### config.mk
export PLATFORM = sky130hd
export DESIGN_NAME = gpio16_regbank
export DESIGN_NICKNAME = d
export VERILOG_FILES = /design/src/rtl/gpio16_pkg.sv /design/src/rtl/gpio_pin_sync.sv /design/src/rtl/gpio_port_regs.sv /design/src/rtl/gpio16_regbank.sv
export SDC_FILE = /design/constraint.sdc
export NUM_CORES = 1
export LEC_CHECK = 0
export BUFFER_PORTS_ARGS = -buffer_cell sky130_fd_sc_hd__buf_2
export CELL_PAD_IN_SITES_DETAIL_PLACEMENT = 0
export CELL_PAD_IN_SITES_GLOBAL_PLACEMENT = 1
export CORE_MARGIN = 1.5
export CORE_UTILIZATION = 40
export CTS_CLUSTER_DIAMETER = 40
export CTS_CLUSTER_SIZE = 12
export DETAILED_ROUTE_END_ITERATION = 8
export PLACE_DENSITY_LB_ADDON = 0.1
export SLEW_MARGIN = 20
export SYNTH_ARGS = -nofsm -noshare
export SYNTH_HDL_FRONTEND = slang
export SYNTH_SLANG_ARGS = --single-unit
### constraint.sdc
create_clock -name clk -period 1.5 [get_ports clk]
set_clock_uncertainty 0.15 [all_clocks]
set_input_delay 0 -clock clk [delete_from_list [all_inputs] [get_ports clk]]
set_output_delay 0 -clock clk [all_outputs]
set_load 0.01 [all_outputs]
### src/rtl/gpio16_pkg.sv
package gpio16_pkg;
    typedef enum logic [1:0] {
        KIND_INPUT  = 2'd0,
        KIND_OUTPUT = 2'd1,
        KIND_INVERT = 2'd2,
        KIND_DIR    = 2'd3
    } reg_kind_e;
endpackage

### src/rtl/gpio_pin_sync.sv
module gpio_pin_sync #(
    parameter int WIDTH  = 16,
    parameter int STAGES = 2
) (
    input  logic             clk,
    input  logic             rst_n,
    input  logic [WIDTH-1:0] raw_in,
    output logic [WIDTH-1:0] sync_out
);
    logic [STAGES-1:0][WIDTH-1:0] chain_d, chain_q;

    always_comb begin
        chain_d    = chain_q;
        chain_d[0] = raw_in;
        for (int i = 1; i < STAGES; i++) begin
            chain_d[i] = chain_q[i-1];
        end
    end

    always_ff @(posedge clk or negedge rst_n) begin
        if (!rst_n) chain_q <= '0;
        else        chain_q <= chain_d;
    end

    assign sync_out = chain_q[STAGES-1];

    generate
        if (STAGES > 1) begin : g_chk
            AST_SYNC_SHIFT: assert property (@(posedge clk) disable iff (!rst_n)
                1'b1 |=> chain_q[STAGES-1] == $past(chain_q[STAGES-2]));
        end
    endgenerate
endmodule

### src/rtl/gpio_port_regs.sv
module gpio_port_regs #(
    parameter int PORT_W = 8
) (
    input  logic              clk,
    input  logic              rst_n,
    input  logic              wr_out,
    input  logic              wr_inv,
    input  logic              wr_dir,
    input  logic [PORT_W-1:0] wdata,
    output logic [PORT_W-1:0] out_q,
    output logic [PORT_W-1:0] inv_q,
    output logic [PORT_W-1:0] dir_q,
    output logic [PORT_W-1:0] drv_val,
    output logic [PORT_W-1:0] drv_en
);
    typedef struct packed {
        logic [PORT_W-1:0] outv;
        logic [PORT_W-1:0] inv;
        logic [PORT_W-1:0] dir;
    } port_state_t;

    port_state_t st_d, st_q;

    always_comb begin
        st_d = st_q;
        if (wr_out) st_d.outv = wdata;
        if (wr_inv) st_d.inv  = wdata;
        if (wr_dir) st_d.dir  = wdata;
    end

    always_ff @(posedge clk or negedge rst_n) begin
        if (!rst_n) begin
            st_q.outv <= '1;
            st_q.inv  <= '0;
            st_q.dir  <= '1;
        end else begin
            st_q <= st_d;
        end
    end

    assign out_q   = st_q.outv;
    assign inv_q   = st_q.inv;
    assign dir_q   = st_q.dir;
    assign drv_en  = ~st_q.dir;
    assign drv_val = st_q.outv & ~st_q.dir;

    AST_OUT_LOAD: assert property (@(posedge clk) disable iff (!rst_n)
        wr_out |=> out_q == $past(wdata));
    AST_INV_HOLD: assert property (@(posedge clk) disable iff (!rst_n)
        !wr_inv |=> $stable(inv_q));
    AST_DIR_HOLD: assert property (@(posedge clk) disable iff (!rst_n)
        !wr_dir |=> $stable(dir_q));
endmodule

### src/rtl/gpio16_regbank.sv
module gpio16_regbank
    import gpio16_pkg::*;
#(
    parameter int PORT_W      = 8,
    parameter int NUM_PORTS   = 2,
    parameter int ADDR_W      = 8,
    parameter int SYNC_STAGES = 2
) (
    input  logic                          clk,
    input  logic                          rst_n,
    input  logic [ADDR_W-1:0]             reg_addr,
    input  logic                          reg_wr_en,
    input  logic [PORT_W-1:0]             reg_wdata,
    input  logic                          reg_rd_en,
    output logic [PORT_W-1:0]             reg_rdata,
    input  logic [PORT_W*NUM_PORTS-1:0]   pin_in,
    output logic [PORT_W*NUM_PORTS-1:0]   pin_out,
    output logic [PORT_W*NUM_PORTS-1:0]   pin_oe
);
    localparam int PINS  = PORT_W * NUM_PORTS;
    localparam int SEL_W = (NUM_PORTS > 1) ? $clog2(NUM_PORTS) : 1;
    localparam int DEC_W = SEL_W + 2;

    typedef struct packed {
        logic [PORT_W-1:0] rdata;
    } rd_state_t;

    rd_state_t rd_d, rd_q;

    logic [PINS-1:0]                  pin_sync;
    logic [NUM_PORTS-1:0][PORT_W-1:0] out_arr, inv_arr, dir_arr, in_arr;
    logic                             addr_hit;
    logic                             port_ok;
    logic [SEL_W-1:0]                 port_sel;
    reg_kind_e                        kind;

    gpio_pin_sync #(.WIDTH(PINS), .STAGES(SYNC_STAGES)) u_sync (
        .clk      (clk),
        .rst_n    (rst_n),
        .raw_in   (pin_in),
        .sync_out (pin_sync)
    );

    always_comb begin
        addr_hit = ((reg_addr >> DEC_W) == '0);
        port_sel = reg_addr[SEL_W-1:0];
        kind     = reg_kind_e'(reg_addr[DEC_W-1:SEL_W]);
        port_ok  = addr_hit && (int'(port_sel) < NUM_PORTS);
    end

    generate
        for (genvar p = 0; p < NUM_PORTS; p++) begin : g_port
            logic sel;
            assign sel = reg_wr_en && port_ok && (port_sel == SEL_W'(p));
            assign in_arr[p] = pin_sync[p*PORT_W +: PORT_W];

            gpio_port_regs #(.PORT_W(PORT_W)) u_regs (
                .clk     (clk),
                .rst_n   (rst_n),
                .wr_out  (sel && kind == KIND_OUTPUT),
                .wr_inv  (sel && kind == KIND_INVERT),
                .wr_dir  (sel && kind == KIND_DIR),
                .wdata   (reg_wdata),
                .out_q   (out_arr[p]),
                .inv_q   (inv_arr[p]),
                .dir_q   (dir_arr[p]),
                .drv_val (pin_out[p*PORT_W +: PORT_W]),
                .drv_en  (pin_oe[p*PORT_W +: PORT_W])
            );
        end
    endgenerate

    always_comb begin
        rd_d = rd_q;
        if (reg_rd_en) begin
            rd_d.rdata = '0;
            if (port_ok) begin
                case (kind)
                    KIND_INPUT:  rd_d.rdata = in_arr[port_sel] ^ inv_arr[port_sel];
                    KIND_OUTPUT: rd_d.rdata = out_arr[port_sel];
                    KIND_INVERT: rd_d.rdata = inv_arr[port_sel];
                    default:     rd_d.rdata = dir_arr[port_sel];
                endcase
            end
        end
    end

    always_ff @(posedge clk or negedge rst_n) begin
        if (!rst_n) rd_q <= '0;
        else        rd_q <= rd_d;
    end

    assign reg_rdata = rd_q.rdata;

    AST_UNMAPPED_READ_ZERO: assert property (@(posedge clk) disable iff (!rst_n)
        (reg_rd_en && !addr_hit) |=> reg_rdata == '0);
    AST_RDATA_HOLD: assert property (@(posedge clk) disable iff (!rst_n)
        !reg_rd_en |=> $stable(reg_rdata));
    AST_INPUT_WRITE_IGNORED: assert property (@(posedge clk) disable iff (!rst_n)
        (reg_wr_en && addr_hit && kind == KIND_INPUT)
        |=> ($stable(out_arr) && $stable(inv_arr) && $stable(dir_arr)));
    AST_UNMAPPED_WRITE_IGNORED: assert property (@(posedge clk) disable iff (!rst_n)
        (reg_wr_en && !addr_hit)
        |=> ($stable(out_arr) && $stable(inv_arr) && $stable(dir_arr)));
endmodule

==> flow_metrics.tcl <==
set metrics [dict create \
    synth.area.mux_share 0.2101 \
    synth_edf_count 0 \
    crit_slowest_cell "dfstp_2" \
    synthAdderAreaFrac 0 \
    initial_utilization 0.4156 \
    setup_tns_ps 0 \
    min_period_over_period 0.9366 \
    yosys_warnings 0 \
    relSlewSlack 0.6873 \
    nets 445 \
    dr.pass1.iters 4 \
    peakVddDrop_mv 0.5368 \
    syn_area_per_cell_um2 13.63 \
    worst-endpoint-arrival_ps 1480 \
    finalWorstPathRequiredPeriod_ps 1405 \
    grt_pass1_vias 2527 \
    rsz0062_at_grt "no" \
    multi_input_area_um2 1455 \
    grtUsageTotal 0.1790 \
    dpl.hpwl_um 5812 \
    endpoint_kind "flop" \
    yosys-top-cells-area "dfrtp_1 36%, dfstp_2 22%, mux2_2 17%, nor2b_1 2.6%, mux2i_1 2.3%" \
    cp.required_ps 1580 \
    clk_pin_slew_ps 80 \
    intPower_uw 3572 \
    path_cells "inv_1, o211ai_1, o21ai_0, o41ai_1" \
    grt_pass1_wl_um 13680 \
    synthesis.nets 319 \
    hold_class "in2reg" \
    yosysSeqAreaShare 0.5811 \
    leakage_uw 0.002352 \
    antenna_cells 0 \
    whs_ps 54.19 \
    place.gp.congestion 0.7834 \
    die_w_um 101.2 \
    grt_max_degree 89 \
    worst_slew_pin_slew_ps 469.1 \
    netlist_instances 283 \
    yosys.area.top_type "dfrtp_1" \
    register_area_um2 2242 \
    cts_max_level 3 \
    final-max-slew-violation-count 0 \
    yosysTopAreaCellShare 0.3632 \
    finalPower_uw 4677 \
    cap_violations 0 \
    vias_per_cell 4.656 \
    first_iter_violations 65 \
    clkLatencyLatePin_ps 340 \
    wire_per_inst_um 15.77 \
    worstSetupPathType "reg2reg" \
    synth_xor_area_frac 0 \
    die_h_um 101.2 \
    hold_viol 0 \
    num_vias 2528 \
    fmax_mhz 711.8 \
    core-area_um2 9284 \
    ys_seq_elements 88 \
    port_buffers 75 \
    synth_top_family_by_area "multiplexers" \
    async_reset_ff_frac 1.000 \
    synth_simple_gate_area_frac 0.1174 \
    cp_slowest_stage_delay_ps 540 \
    clockRootBuffer "clkbuf_8" \
    overflow 0 \
    cts_setup_buffers 0 \
    p_per_area_nw_per_um2 938.3 \
    synth_cell_types 35 \
    setup_violations 0 \
    wl_um 8564 \
    power_frac_clock 0.337 \
    layout-drive-gt1-share 0.5217 \
    max-clock-path-buffers 2 \
    areaGrowthSynthToFinish_pct 29.18 \
    p_sw_frac 0.2364 \
    antenna_found_initial 0 \
    cts_tree "built" \
    die_area_um2 10240 \
    cp-start-kind "flop" \
    yosys_most_used_dff "dfrtp_1" \
    synth_compound_area_frac 0.04961 \
    netSwitchingPower_uw 1105 \
    syn_area_um2 3859 \
    synth.most_common_cell "mux2_2" \
    io_pins 76 \
    row_count 35 \
    status "finished, final reports clean" \
    nFillCells 841 \
    critPathMaxFanout 3 \
    synth_common_cells "58 x mux2_2, 56 x dfrtp_1, 32 x dfstp_2, 19 x inv_1, 16 x nor2b_1" \
    post_dp_cell_area_um2 4521 \
    clock-sinks 88 \
    combPwrFrac 0.114 \
    stdcell_area_um2 4985 \
    drc_errors 0 \
    seqPwrFrac 0.549 \
    antenna_left 0 \
    numCtsBuffers 9 \
]
-- per-layer routing --
metal	track usage	up-vias	routed length, um
met5	0	-	0
met4	0.04487	0	85
met3	0.04003	7	292
met2	0.2777	56	3883
met1	0.2565	1225	4302
li1	-	1240	-
-- through the flow --
| step | setup WS [ps] | cells | util |
|---|---|---|---|
| finish | 95.16 | 543 | 0.5369 |
| global route | 19.17 | 543 | 0.5369 |
| CTS | 4.504 | 543 | 0.5369 |
| detailed placement | -92.76 | 500 | 0.4869 |
| global placement | -100.7 | 500 | 0.4869 |
| floorplan | 105.0 | 283 | - |
-- repair_timing --
item,in CTS,in global routing
gates resized for setup,0,3
endpoints found under the setup margin,2,5
hold buffers,27,0
pin swaps,2,4
endpoints found under the hold margin,160,0
cloned,0,0
-- logic make-up (layout without fill, tap and decap cells) --
group           Yosys count  after routing
compound gates           27             27
buf+inv                  31            162
flops                    88             88
mux                      71             71
simple gates             66             66
-- critical path: cells and delay by family, from the launching register on --
kind,cells,cell delay [ps]
flops,1,540
buf+inv,1,50
compound gates,3,550
-- final timing paths --
path                                           startpoint                         to  slack [ps]  depth (start not counted)
worst min register to register         u_sync.chain_d[21]         u_sync.sync_out[5]         200                          0
worst min-delay path                          reg_addr[1]               reg_rdata[6]          50                          4
max in group asynchronous                           rst_n  g_port[0].u_regs.dir_q[6]         720                          3
min in group asynchronous                           rst_n  g_port[0].u_regs.inv_q[4]          90                          3
worst max-delay path            g_port[0].u_regs.dir_q[7]               reg_rdata[7]         100                          4
worst max register to register  g_port[0].u_regs.dir_q[7]               reg_rdata[7]         100                          4
-- registers in the layout, indices dropped and copies added (netlist names) --
| register | cells |
|---|---|
| u_sync.chain_d | 16 |
| u_sync.sync_out | 16 |
| g_port.u_regs.out_q | 16 |
| reg_rdata | 8 |
| g_port.u_regs.dir_q | 16 |
| g_port.u_regs.inv_q | 16 |
-- cell type report --
class / instances / share of cell area
clock inverter: 2 / 0.002008
tap: 129 / 0.03238
clock buffer: 14 / 0.03690
timing repair buffer: 127 / 0.1727
multi-input combinational: 164 / 0.2919
inverter: 19 / 0.01431
sequential: 88 / 0.4498
-- cell usage in the layout (no fill, tap or decap), types with 2 or more instances in the layout --
cell type / Yosys / routed
o21ai_0: 7 / 4
buf_12: 0 / 2
mux2i_1: 9 / 9
o211ai_1: 9 / 9
o21ai_1: 0 / 3
nand4_4: 2 / 2
o41ai_1: 6 / 6
dfstp_2: 32 / 32
nor2b_1: 16 / 16
inv_1: 19 / 19
mux2_4: 3 / 3
clkinv_2: 0 / 2
nor2_1: 10 / 10
buf_2: 2 / 74
clkbuf_8: 0 / 11
nand4b_4: 2 / 2
nor3b_1: 6 / 6
dfrtp_1: 56 / 56
clkbuf_1: 2 / 2
mux2_2: 58 / 58
buf_4: 3 / 24
nor3_1: 7 / 7
and3b_1: 2 / 2
nand2b_1: 7 / 7
dlygate4sd3_1: 0 / 27
o32ai_1: 2 / 2
nand2_1: 7 / 7
-- power by group through the flow --
| stage | sequential [uW] | clock (uW) | combinational, uW |
|---|---|---|---|
| final | 2570 | 1580 | 531 |
| after global routing | 2580 | 1740 | 587 |
| after CTS | 2570 | 1640 | 537 |
| after detailed placement | 2610 | 0 | 482 |
| after global placement | 2610 | 0 | 476 |
| after floorplan | 2590 | 0 | 260 |
(Power assumes the default switching activity.)
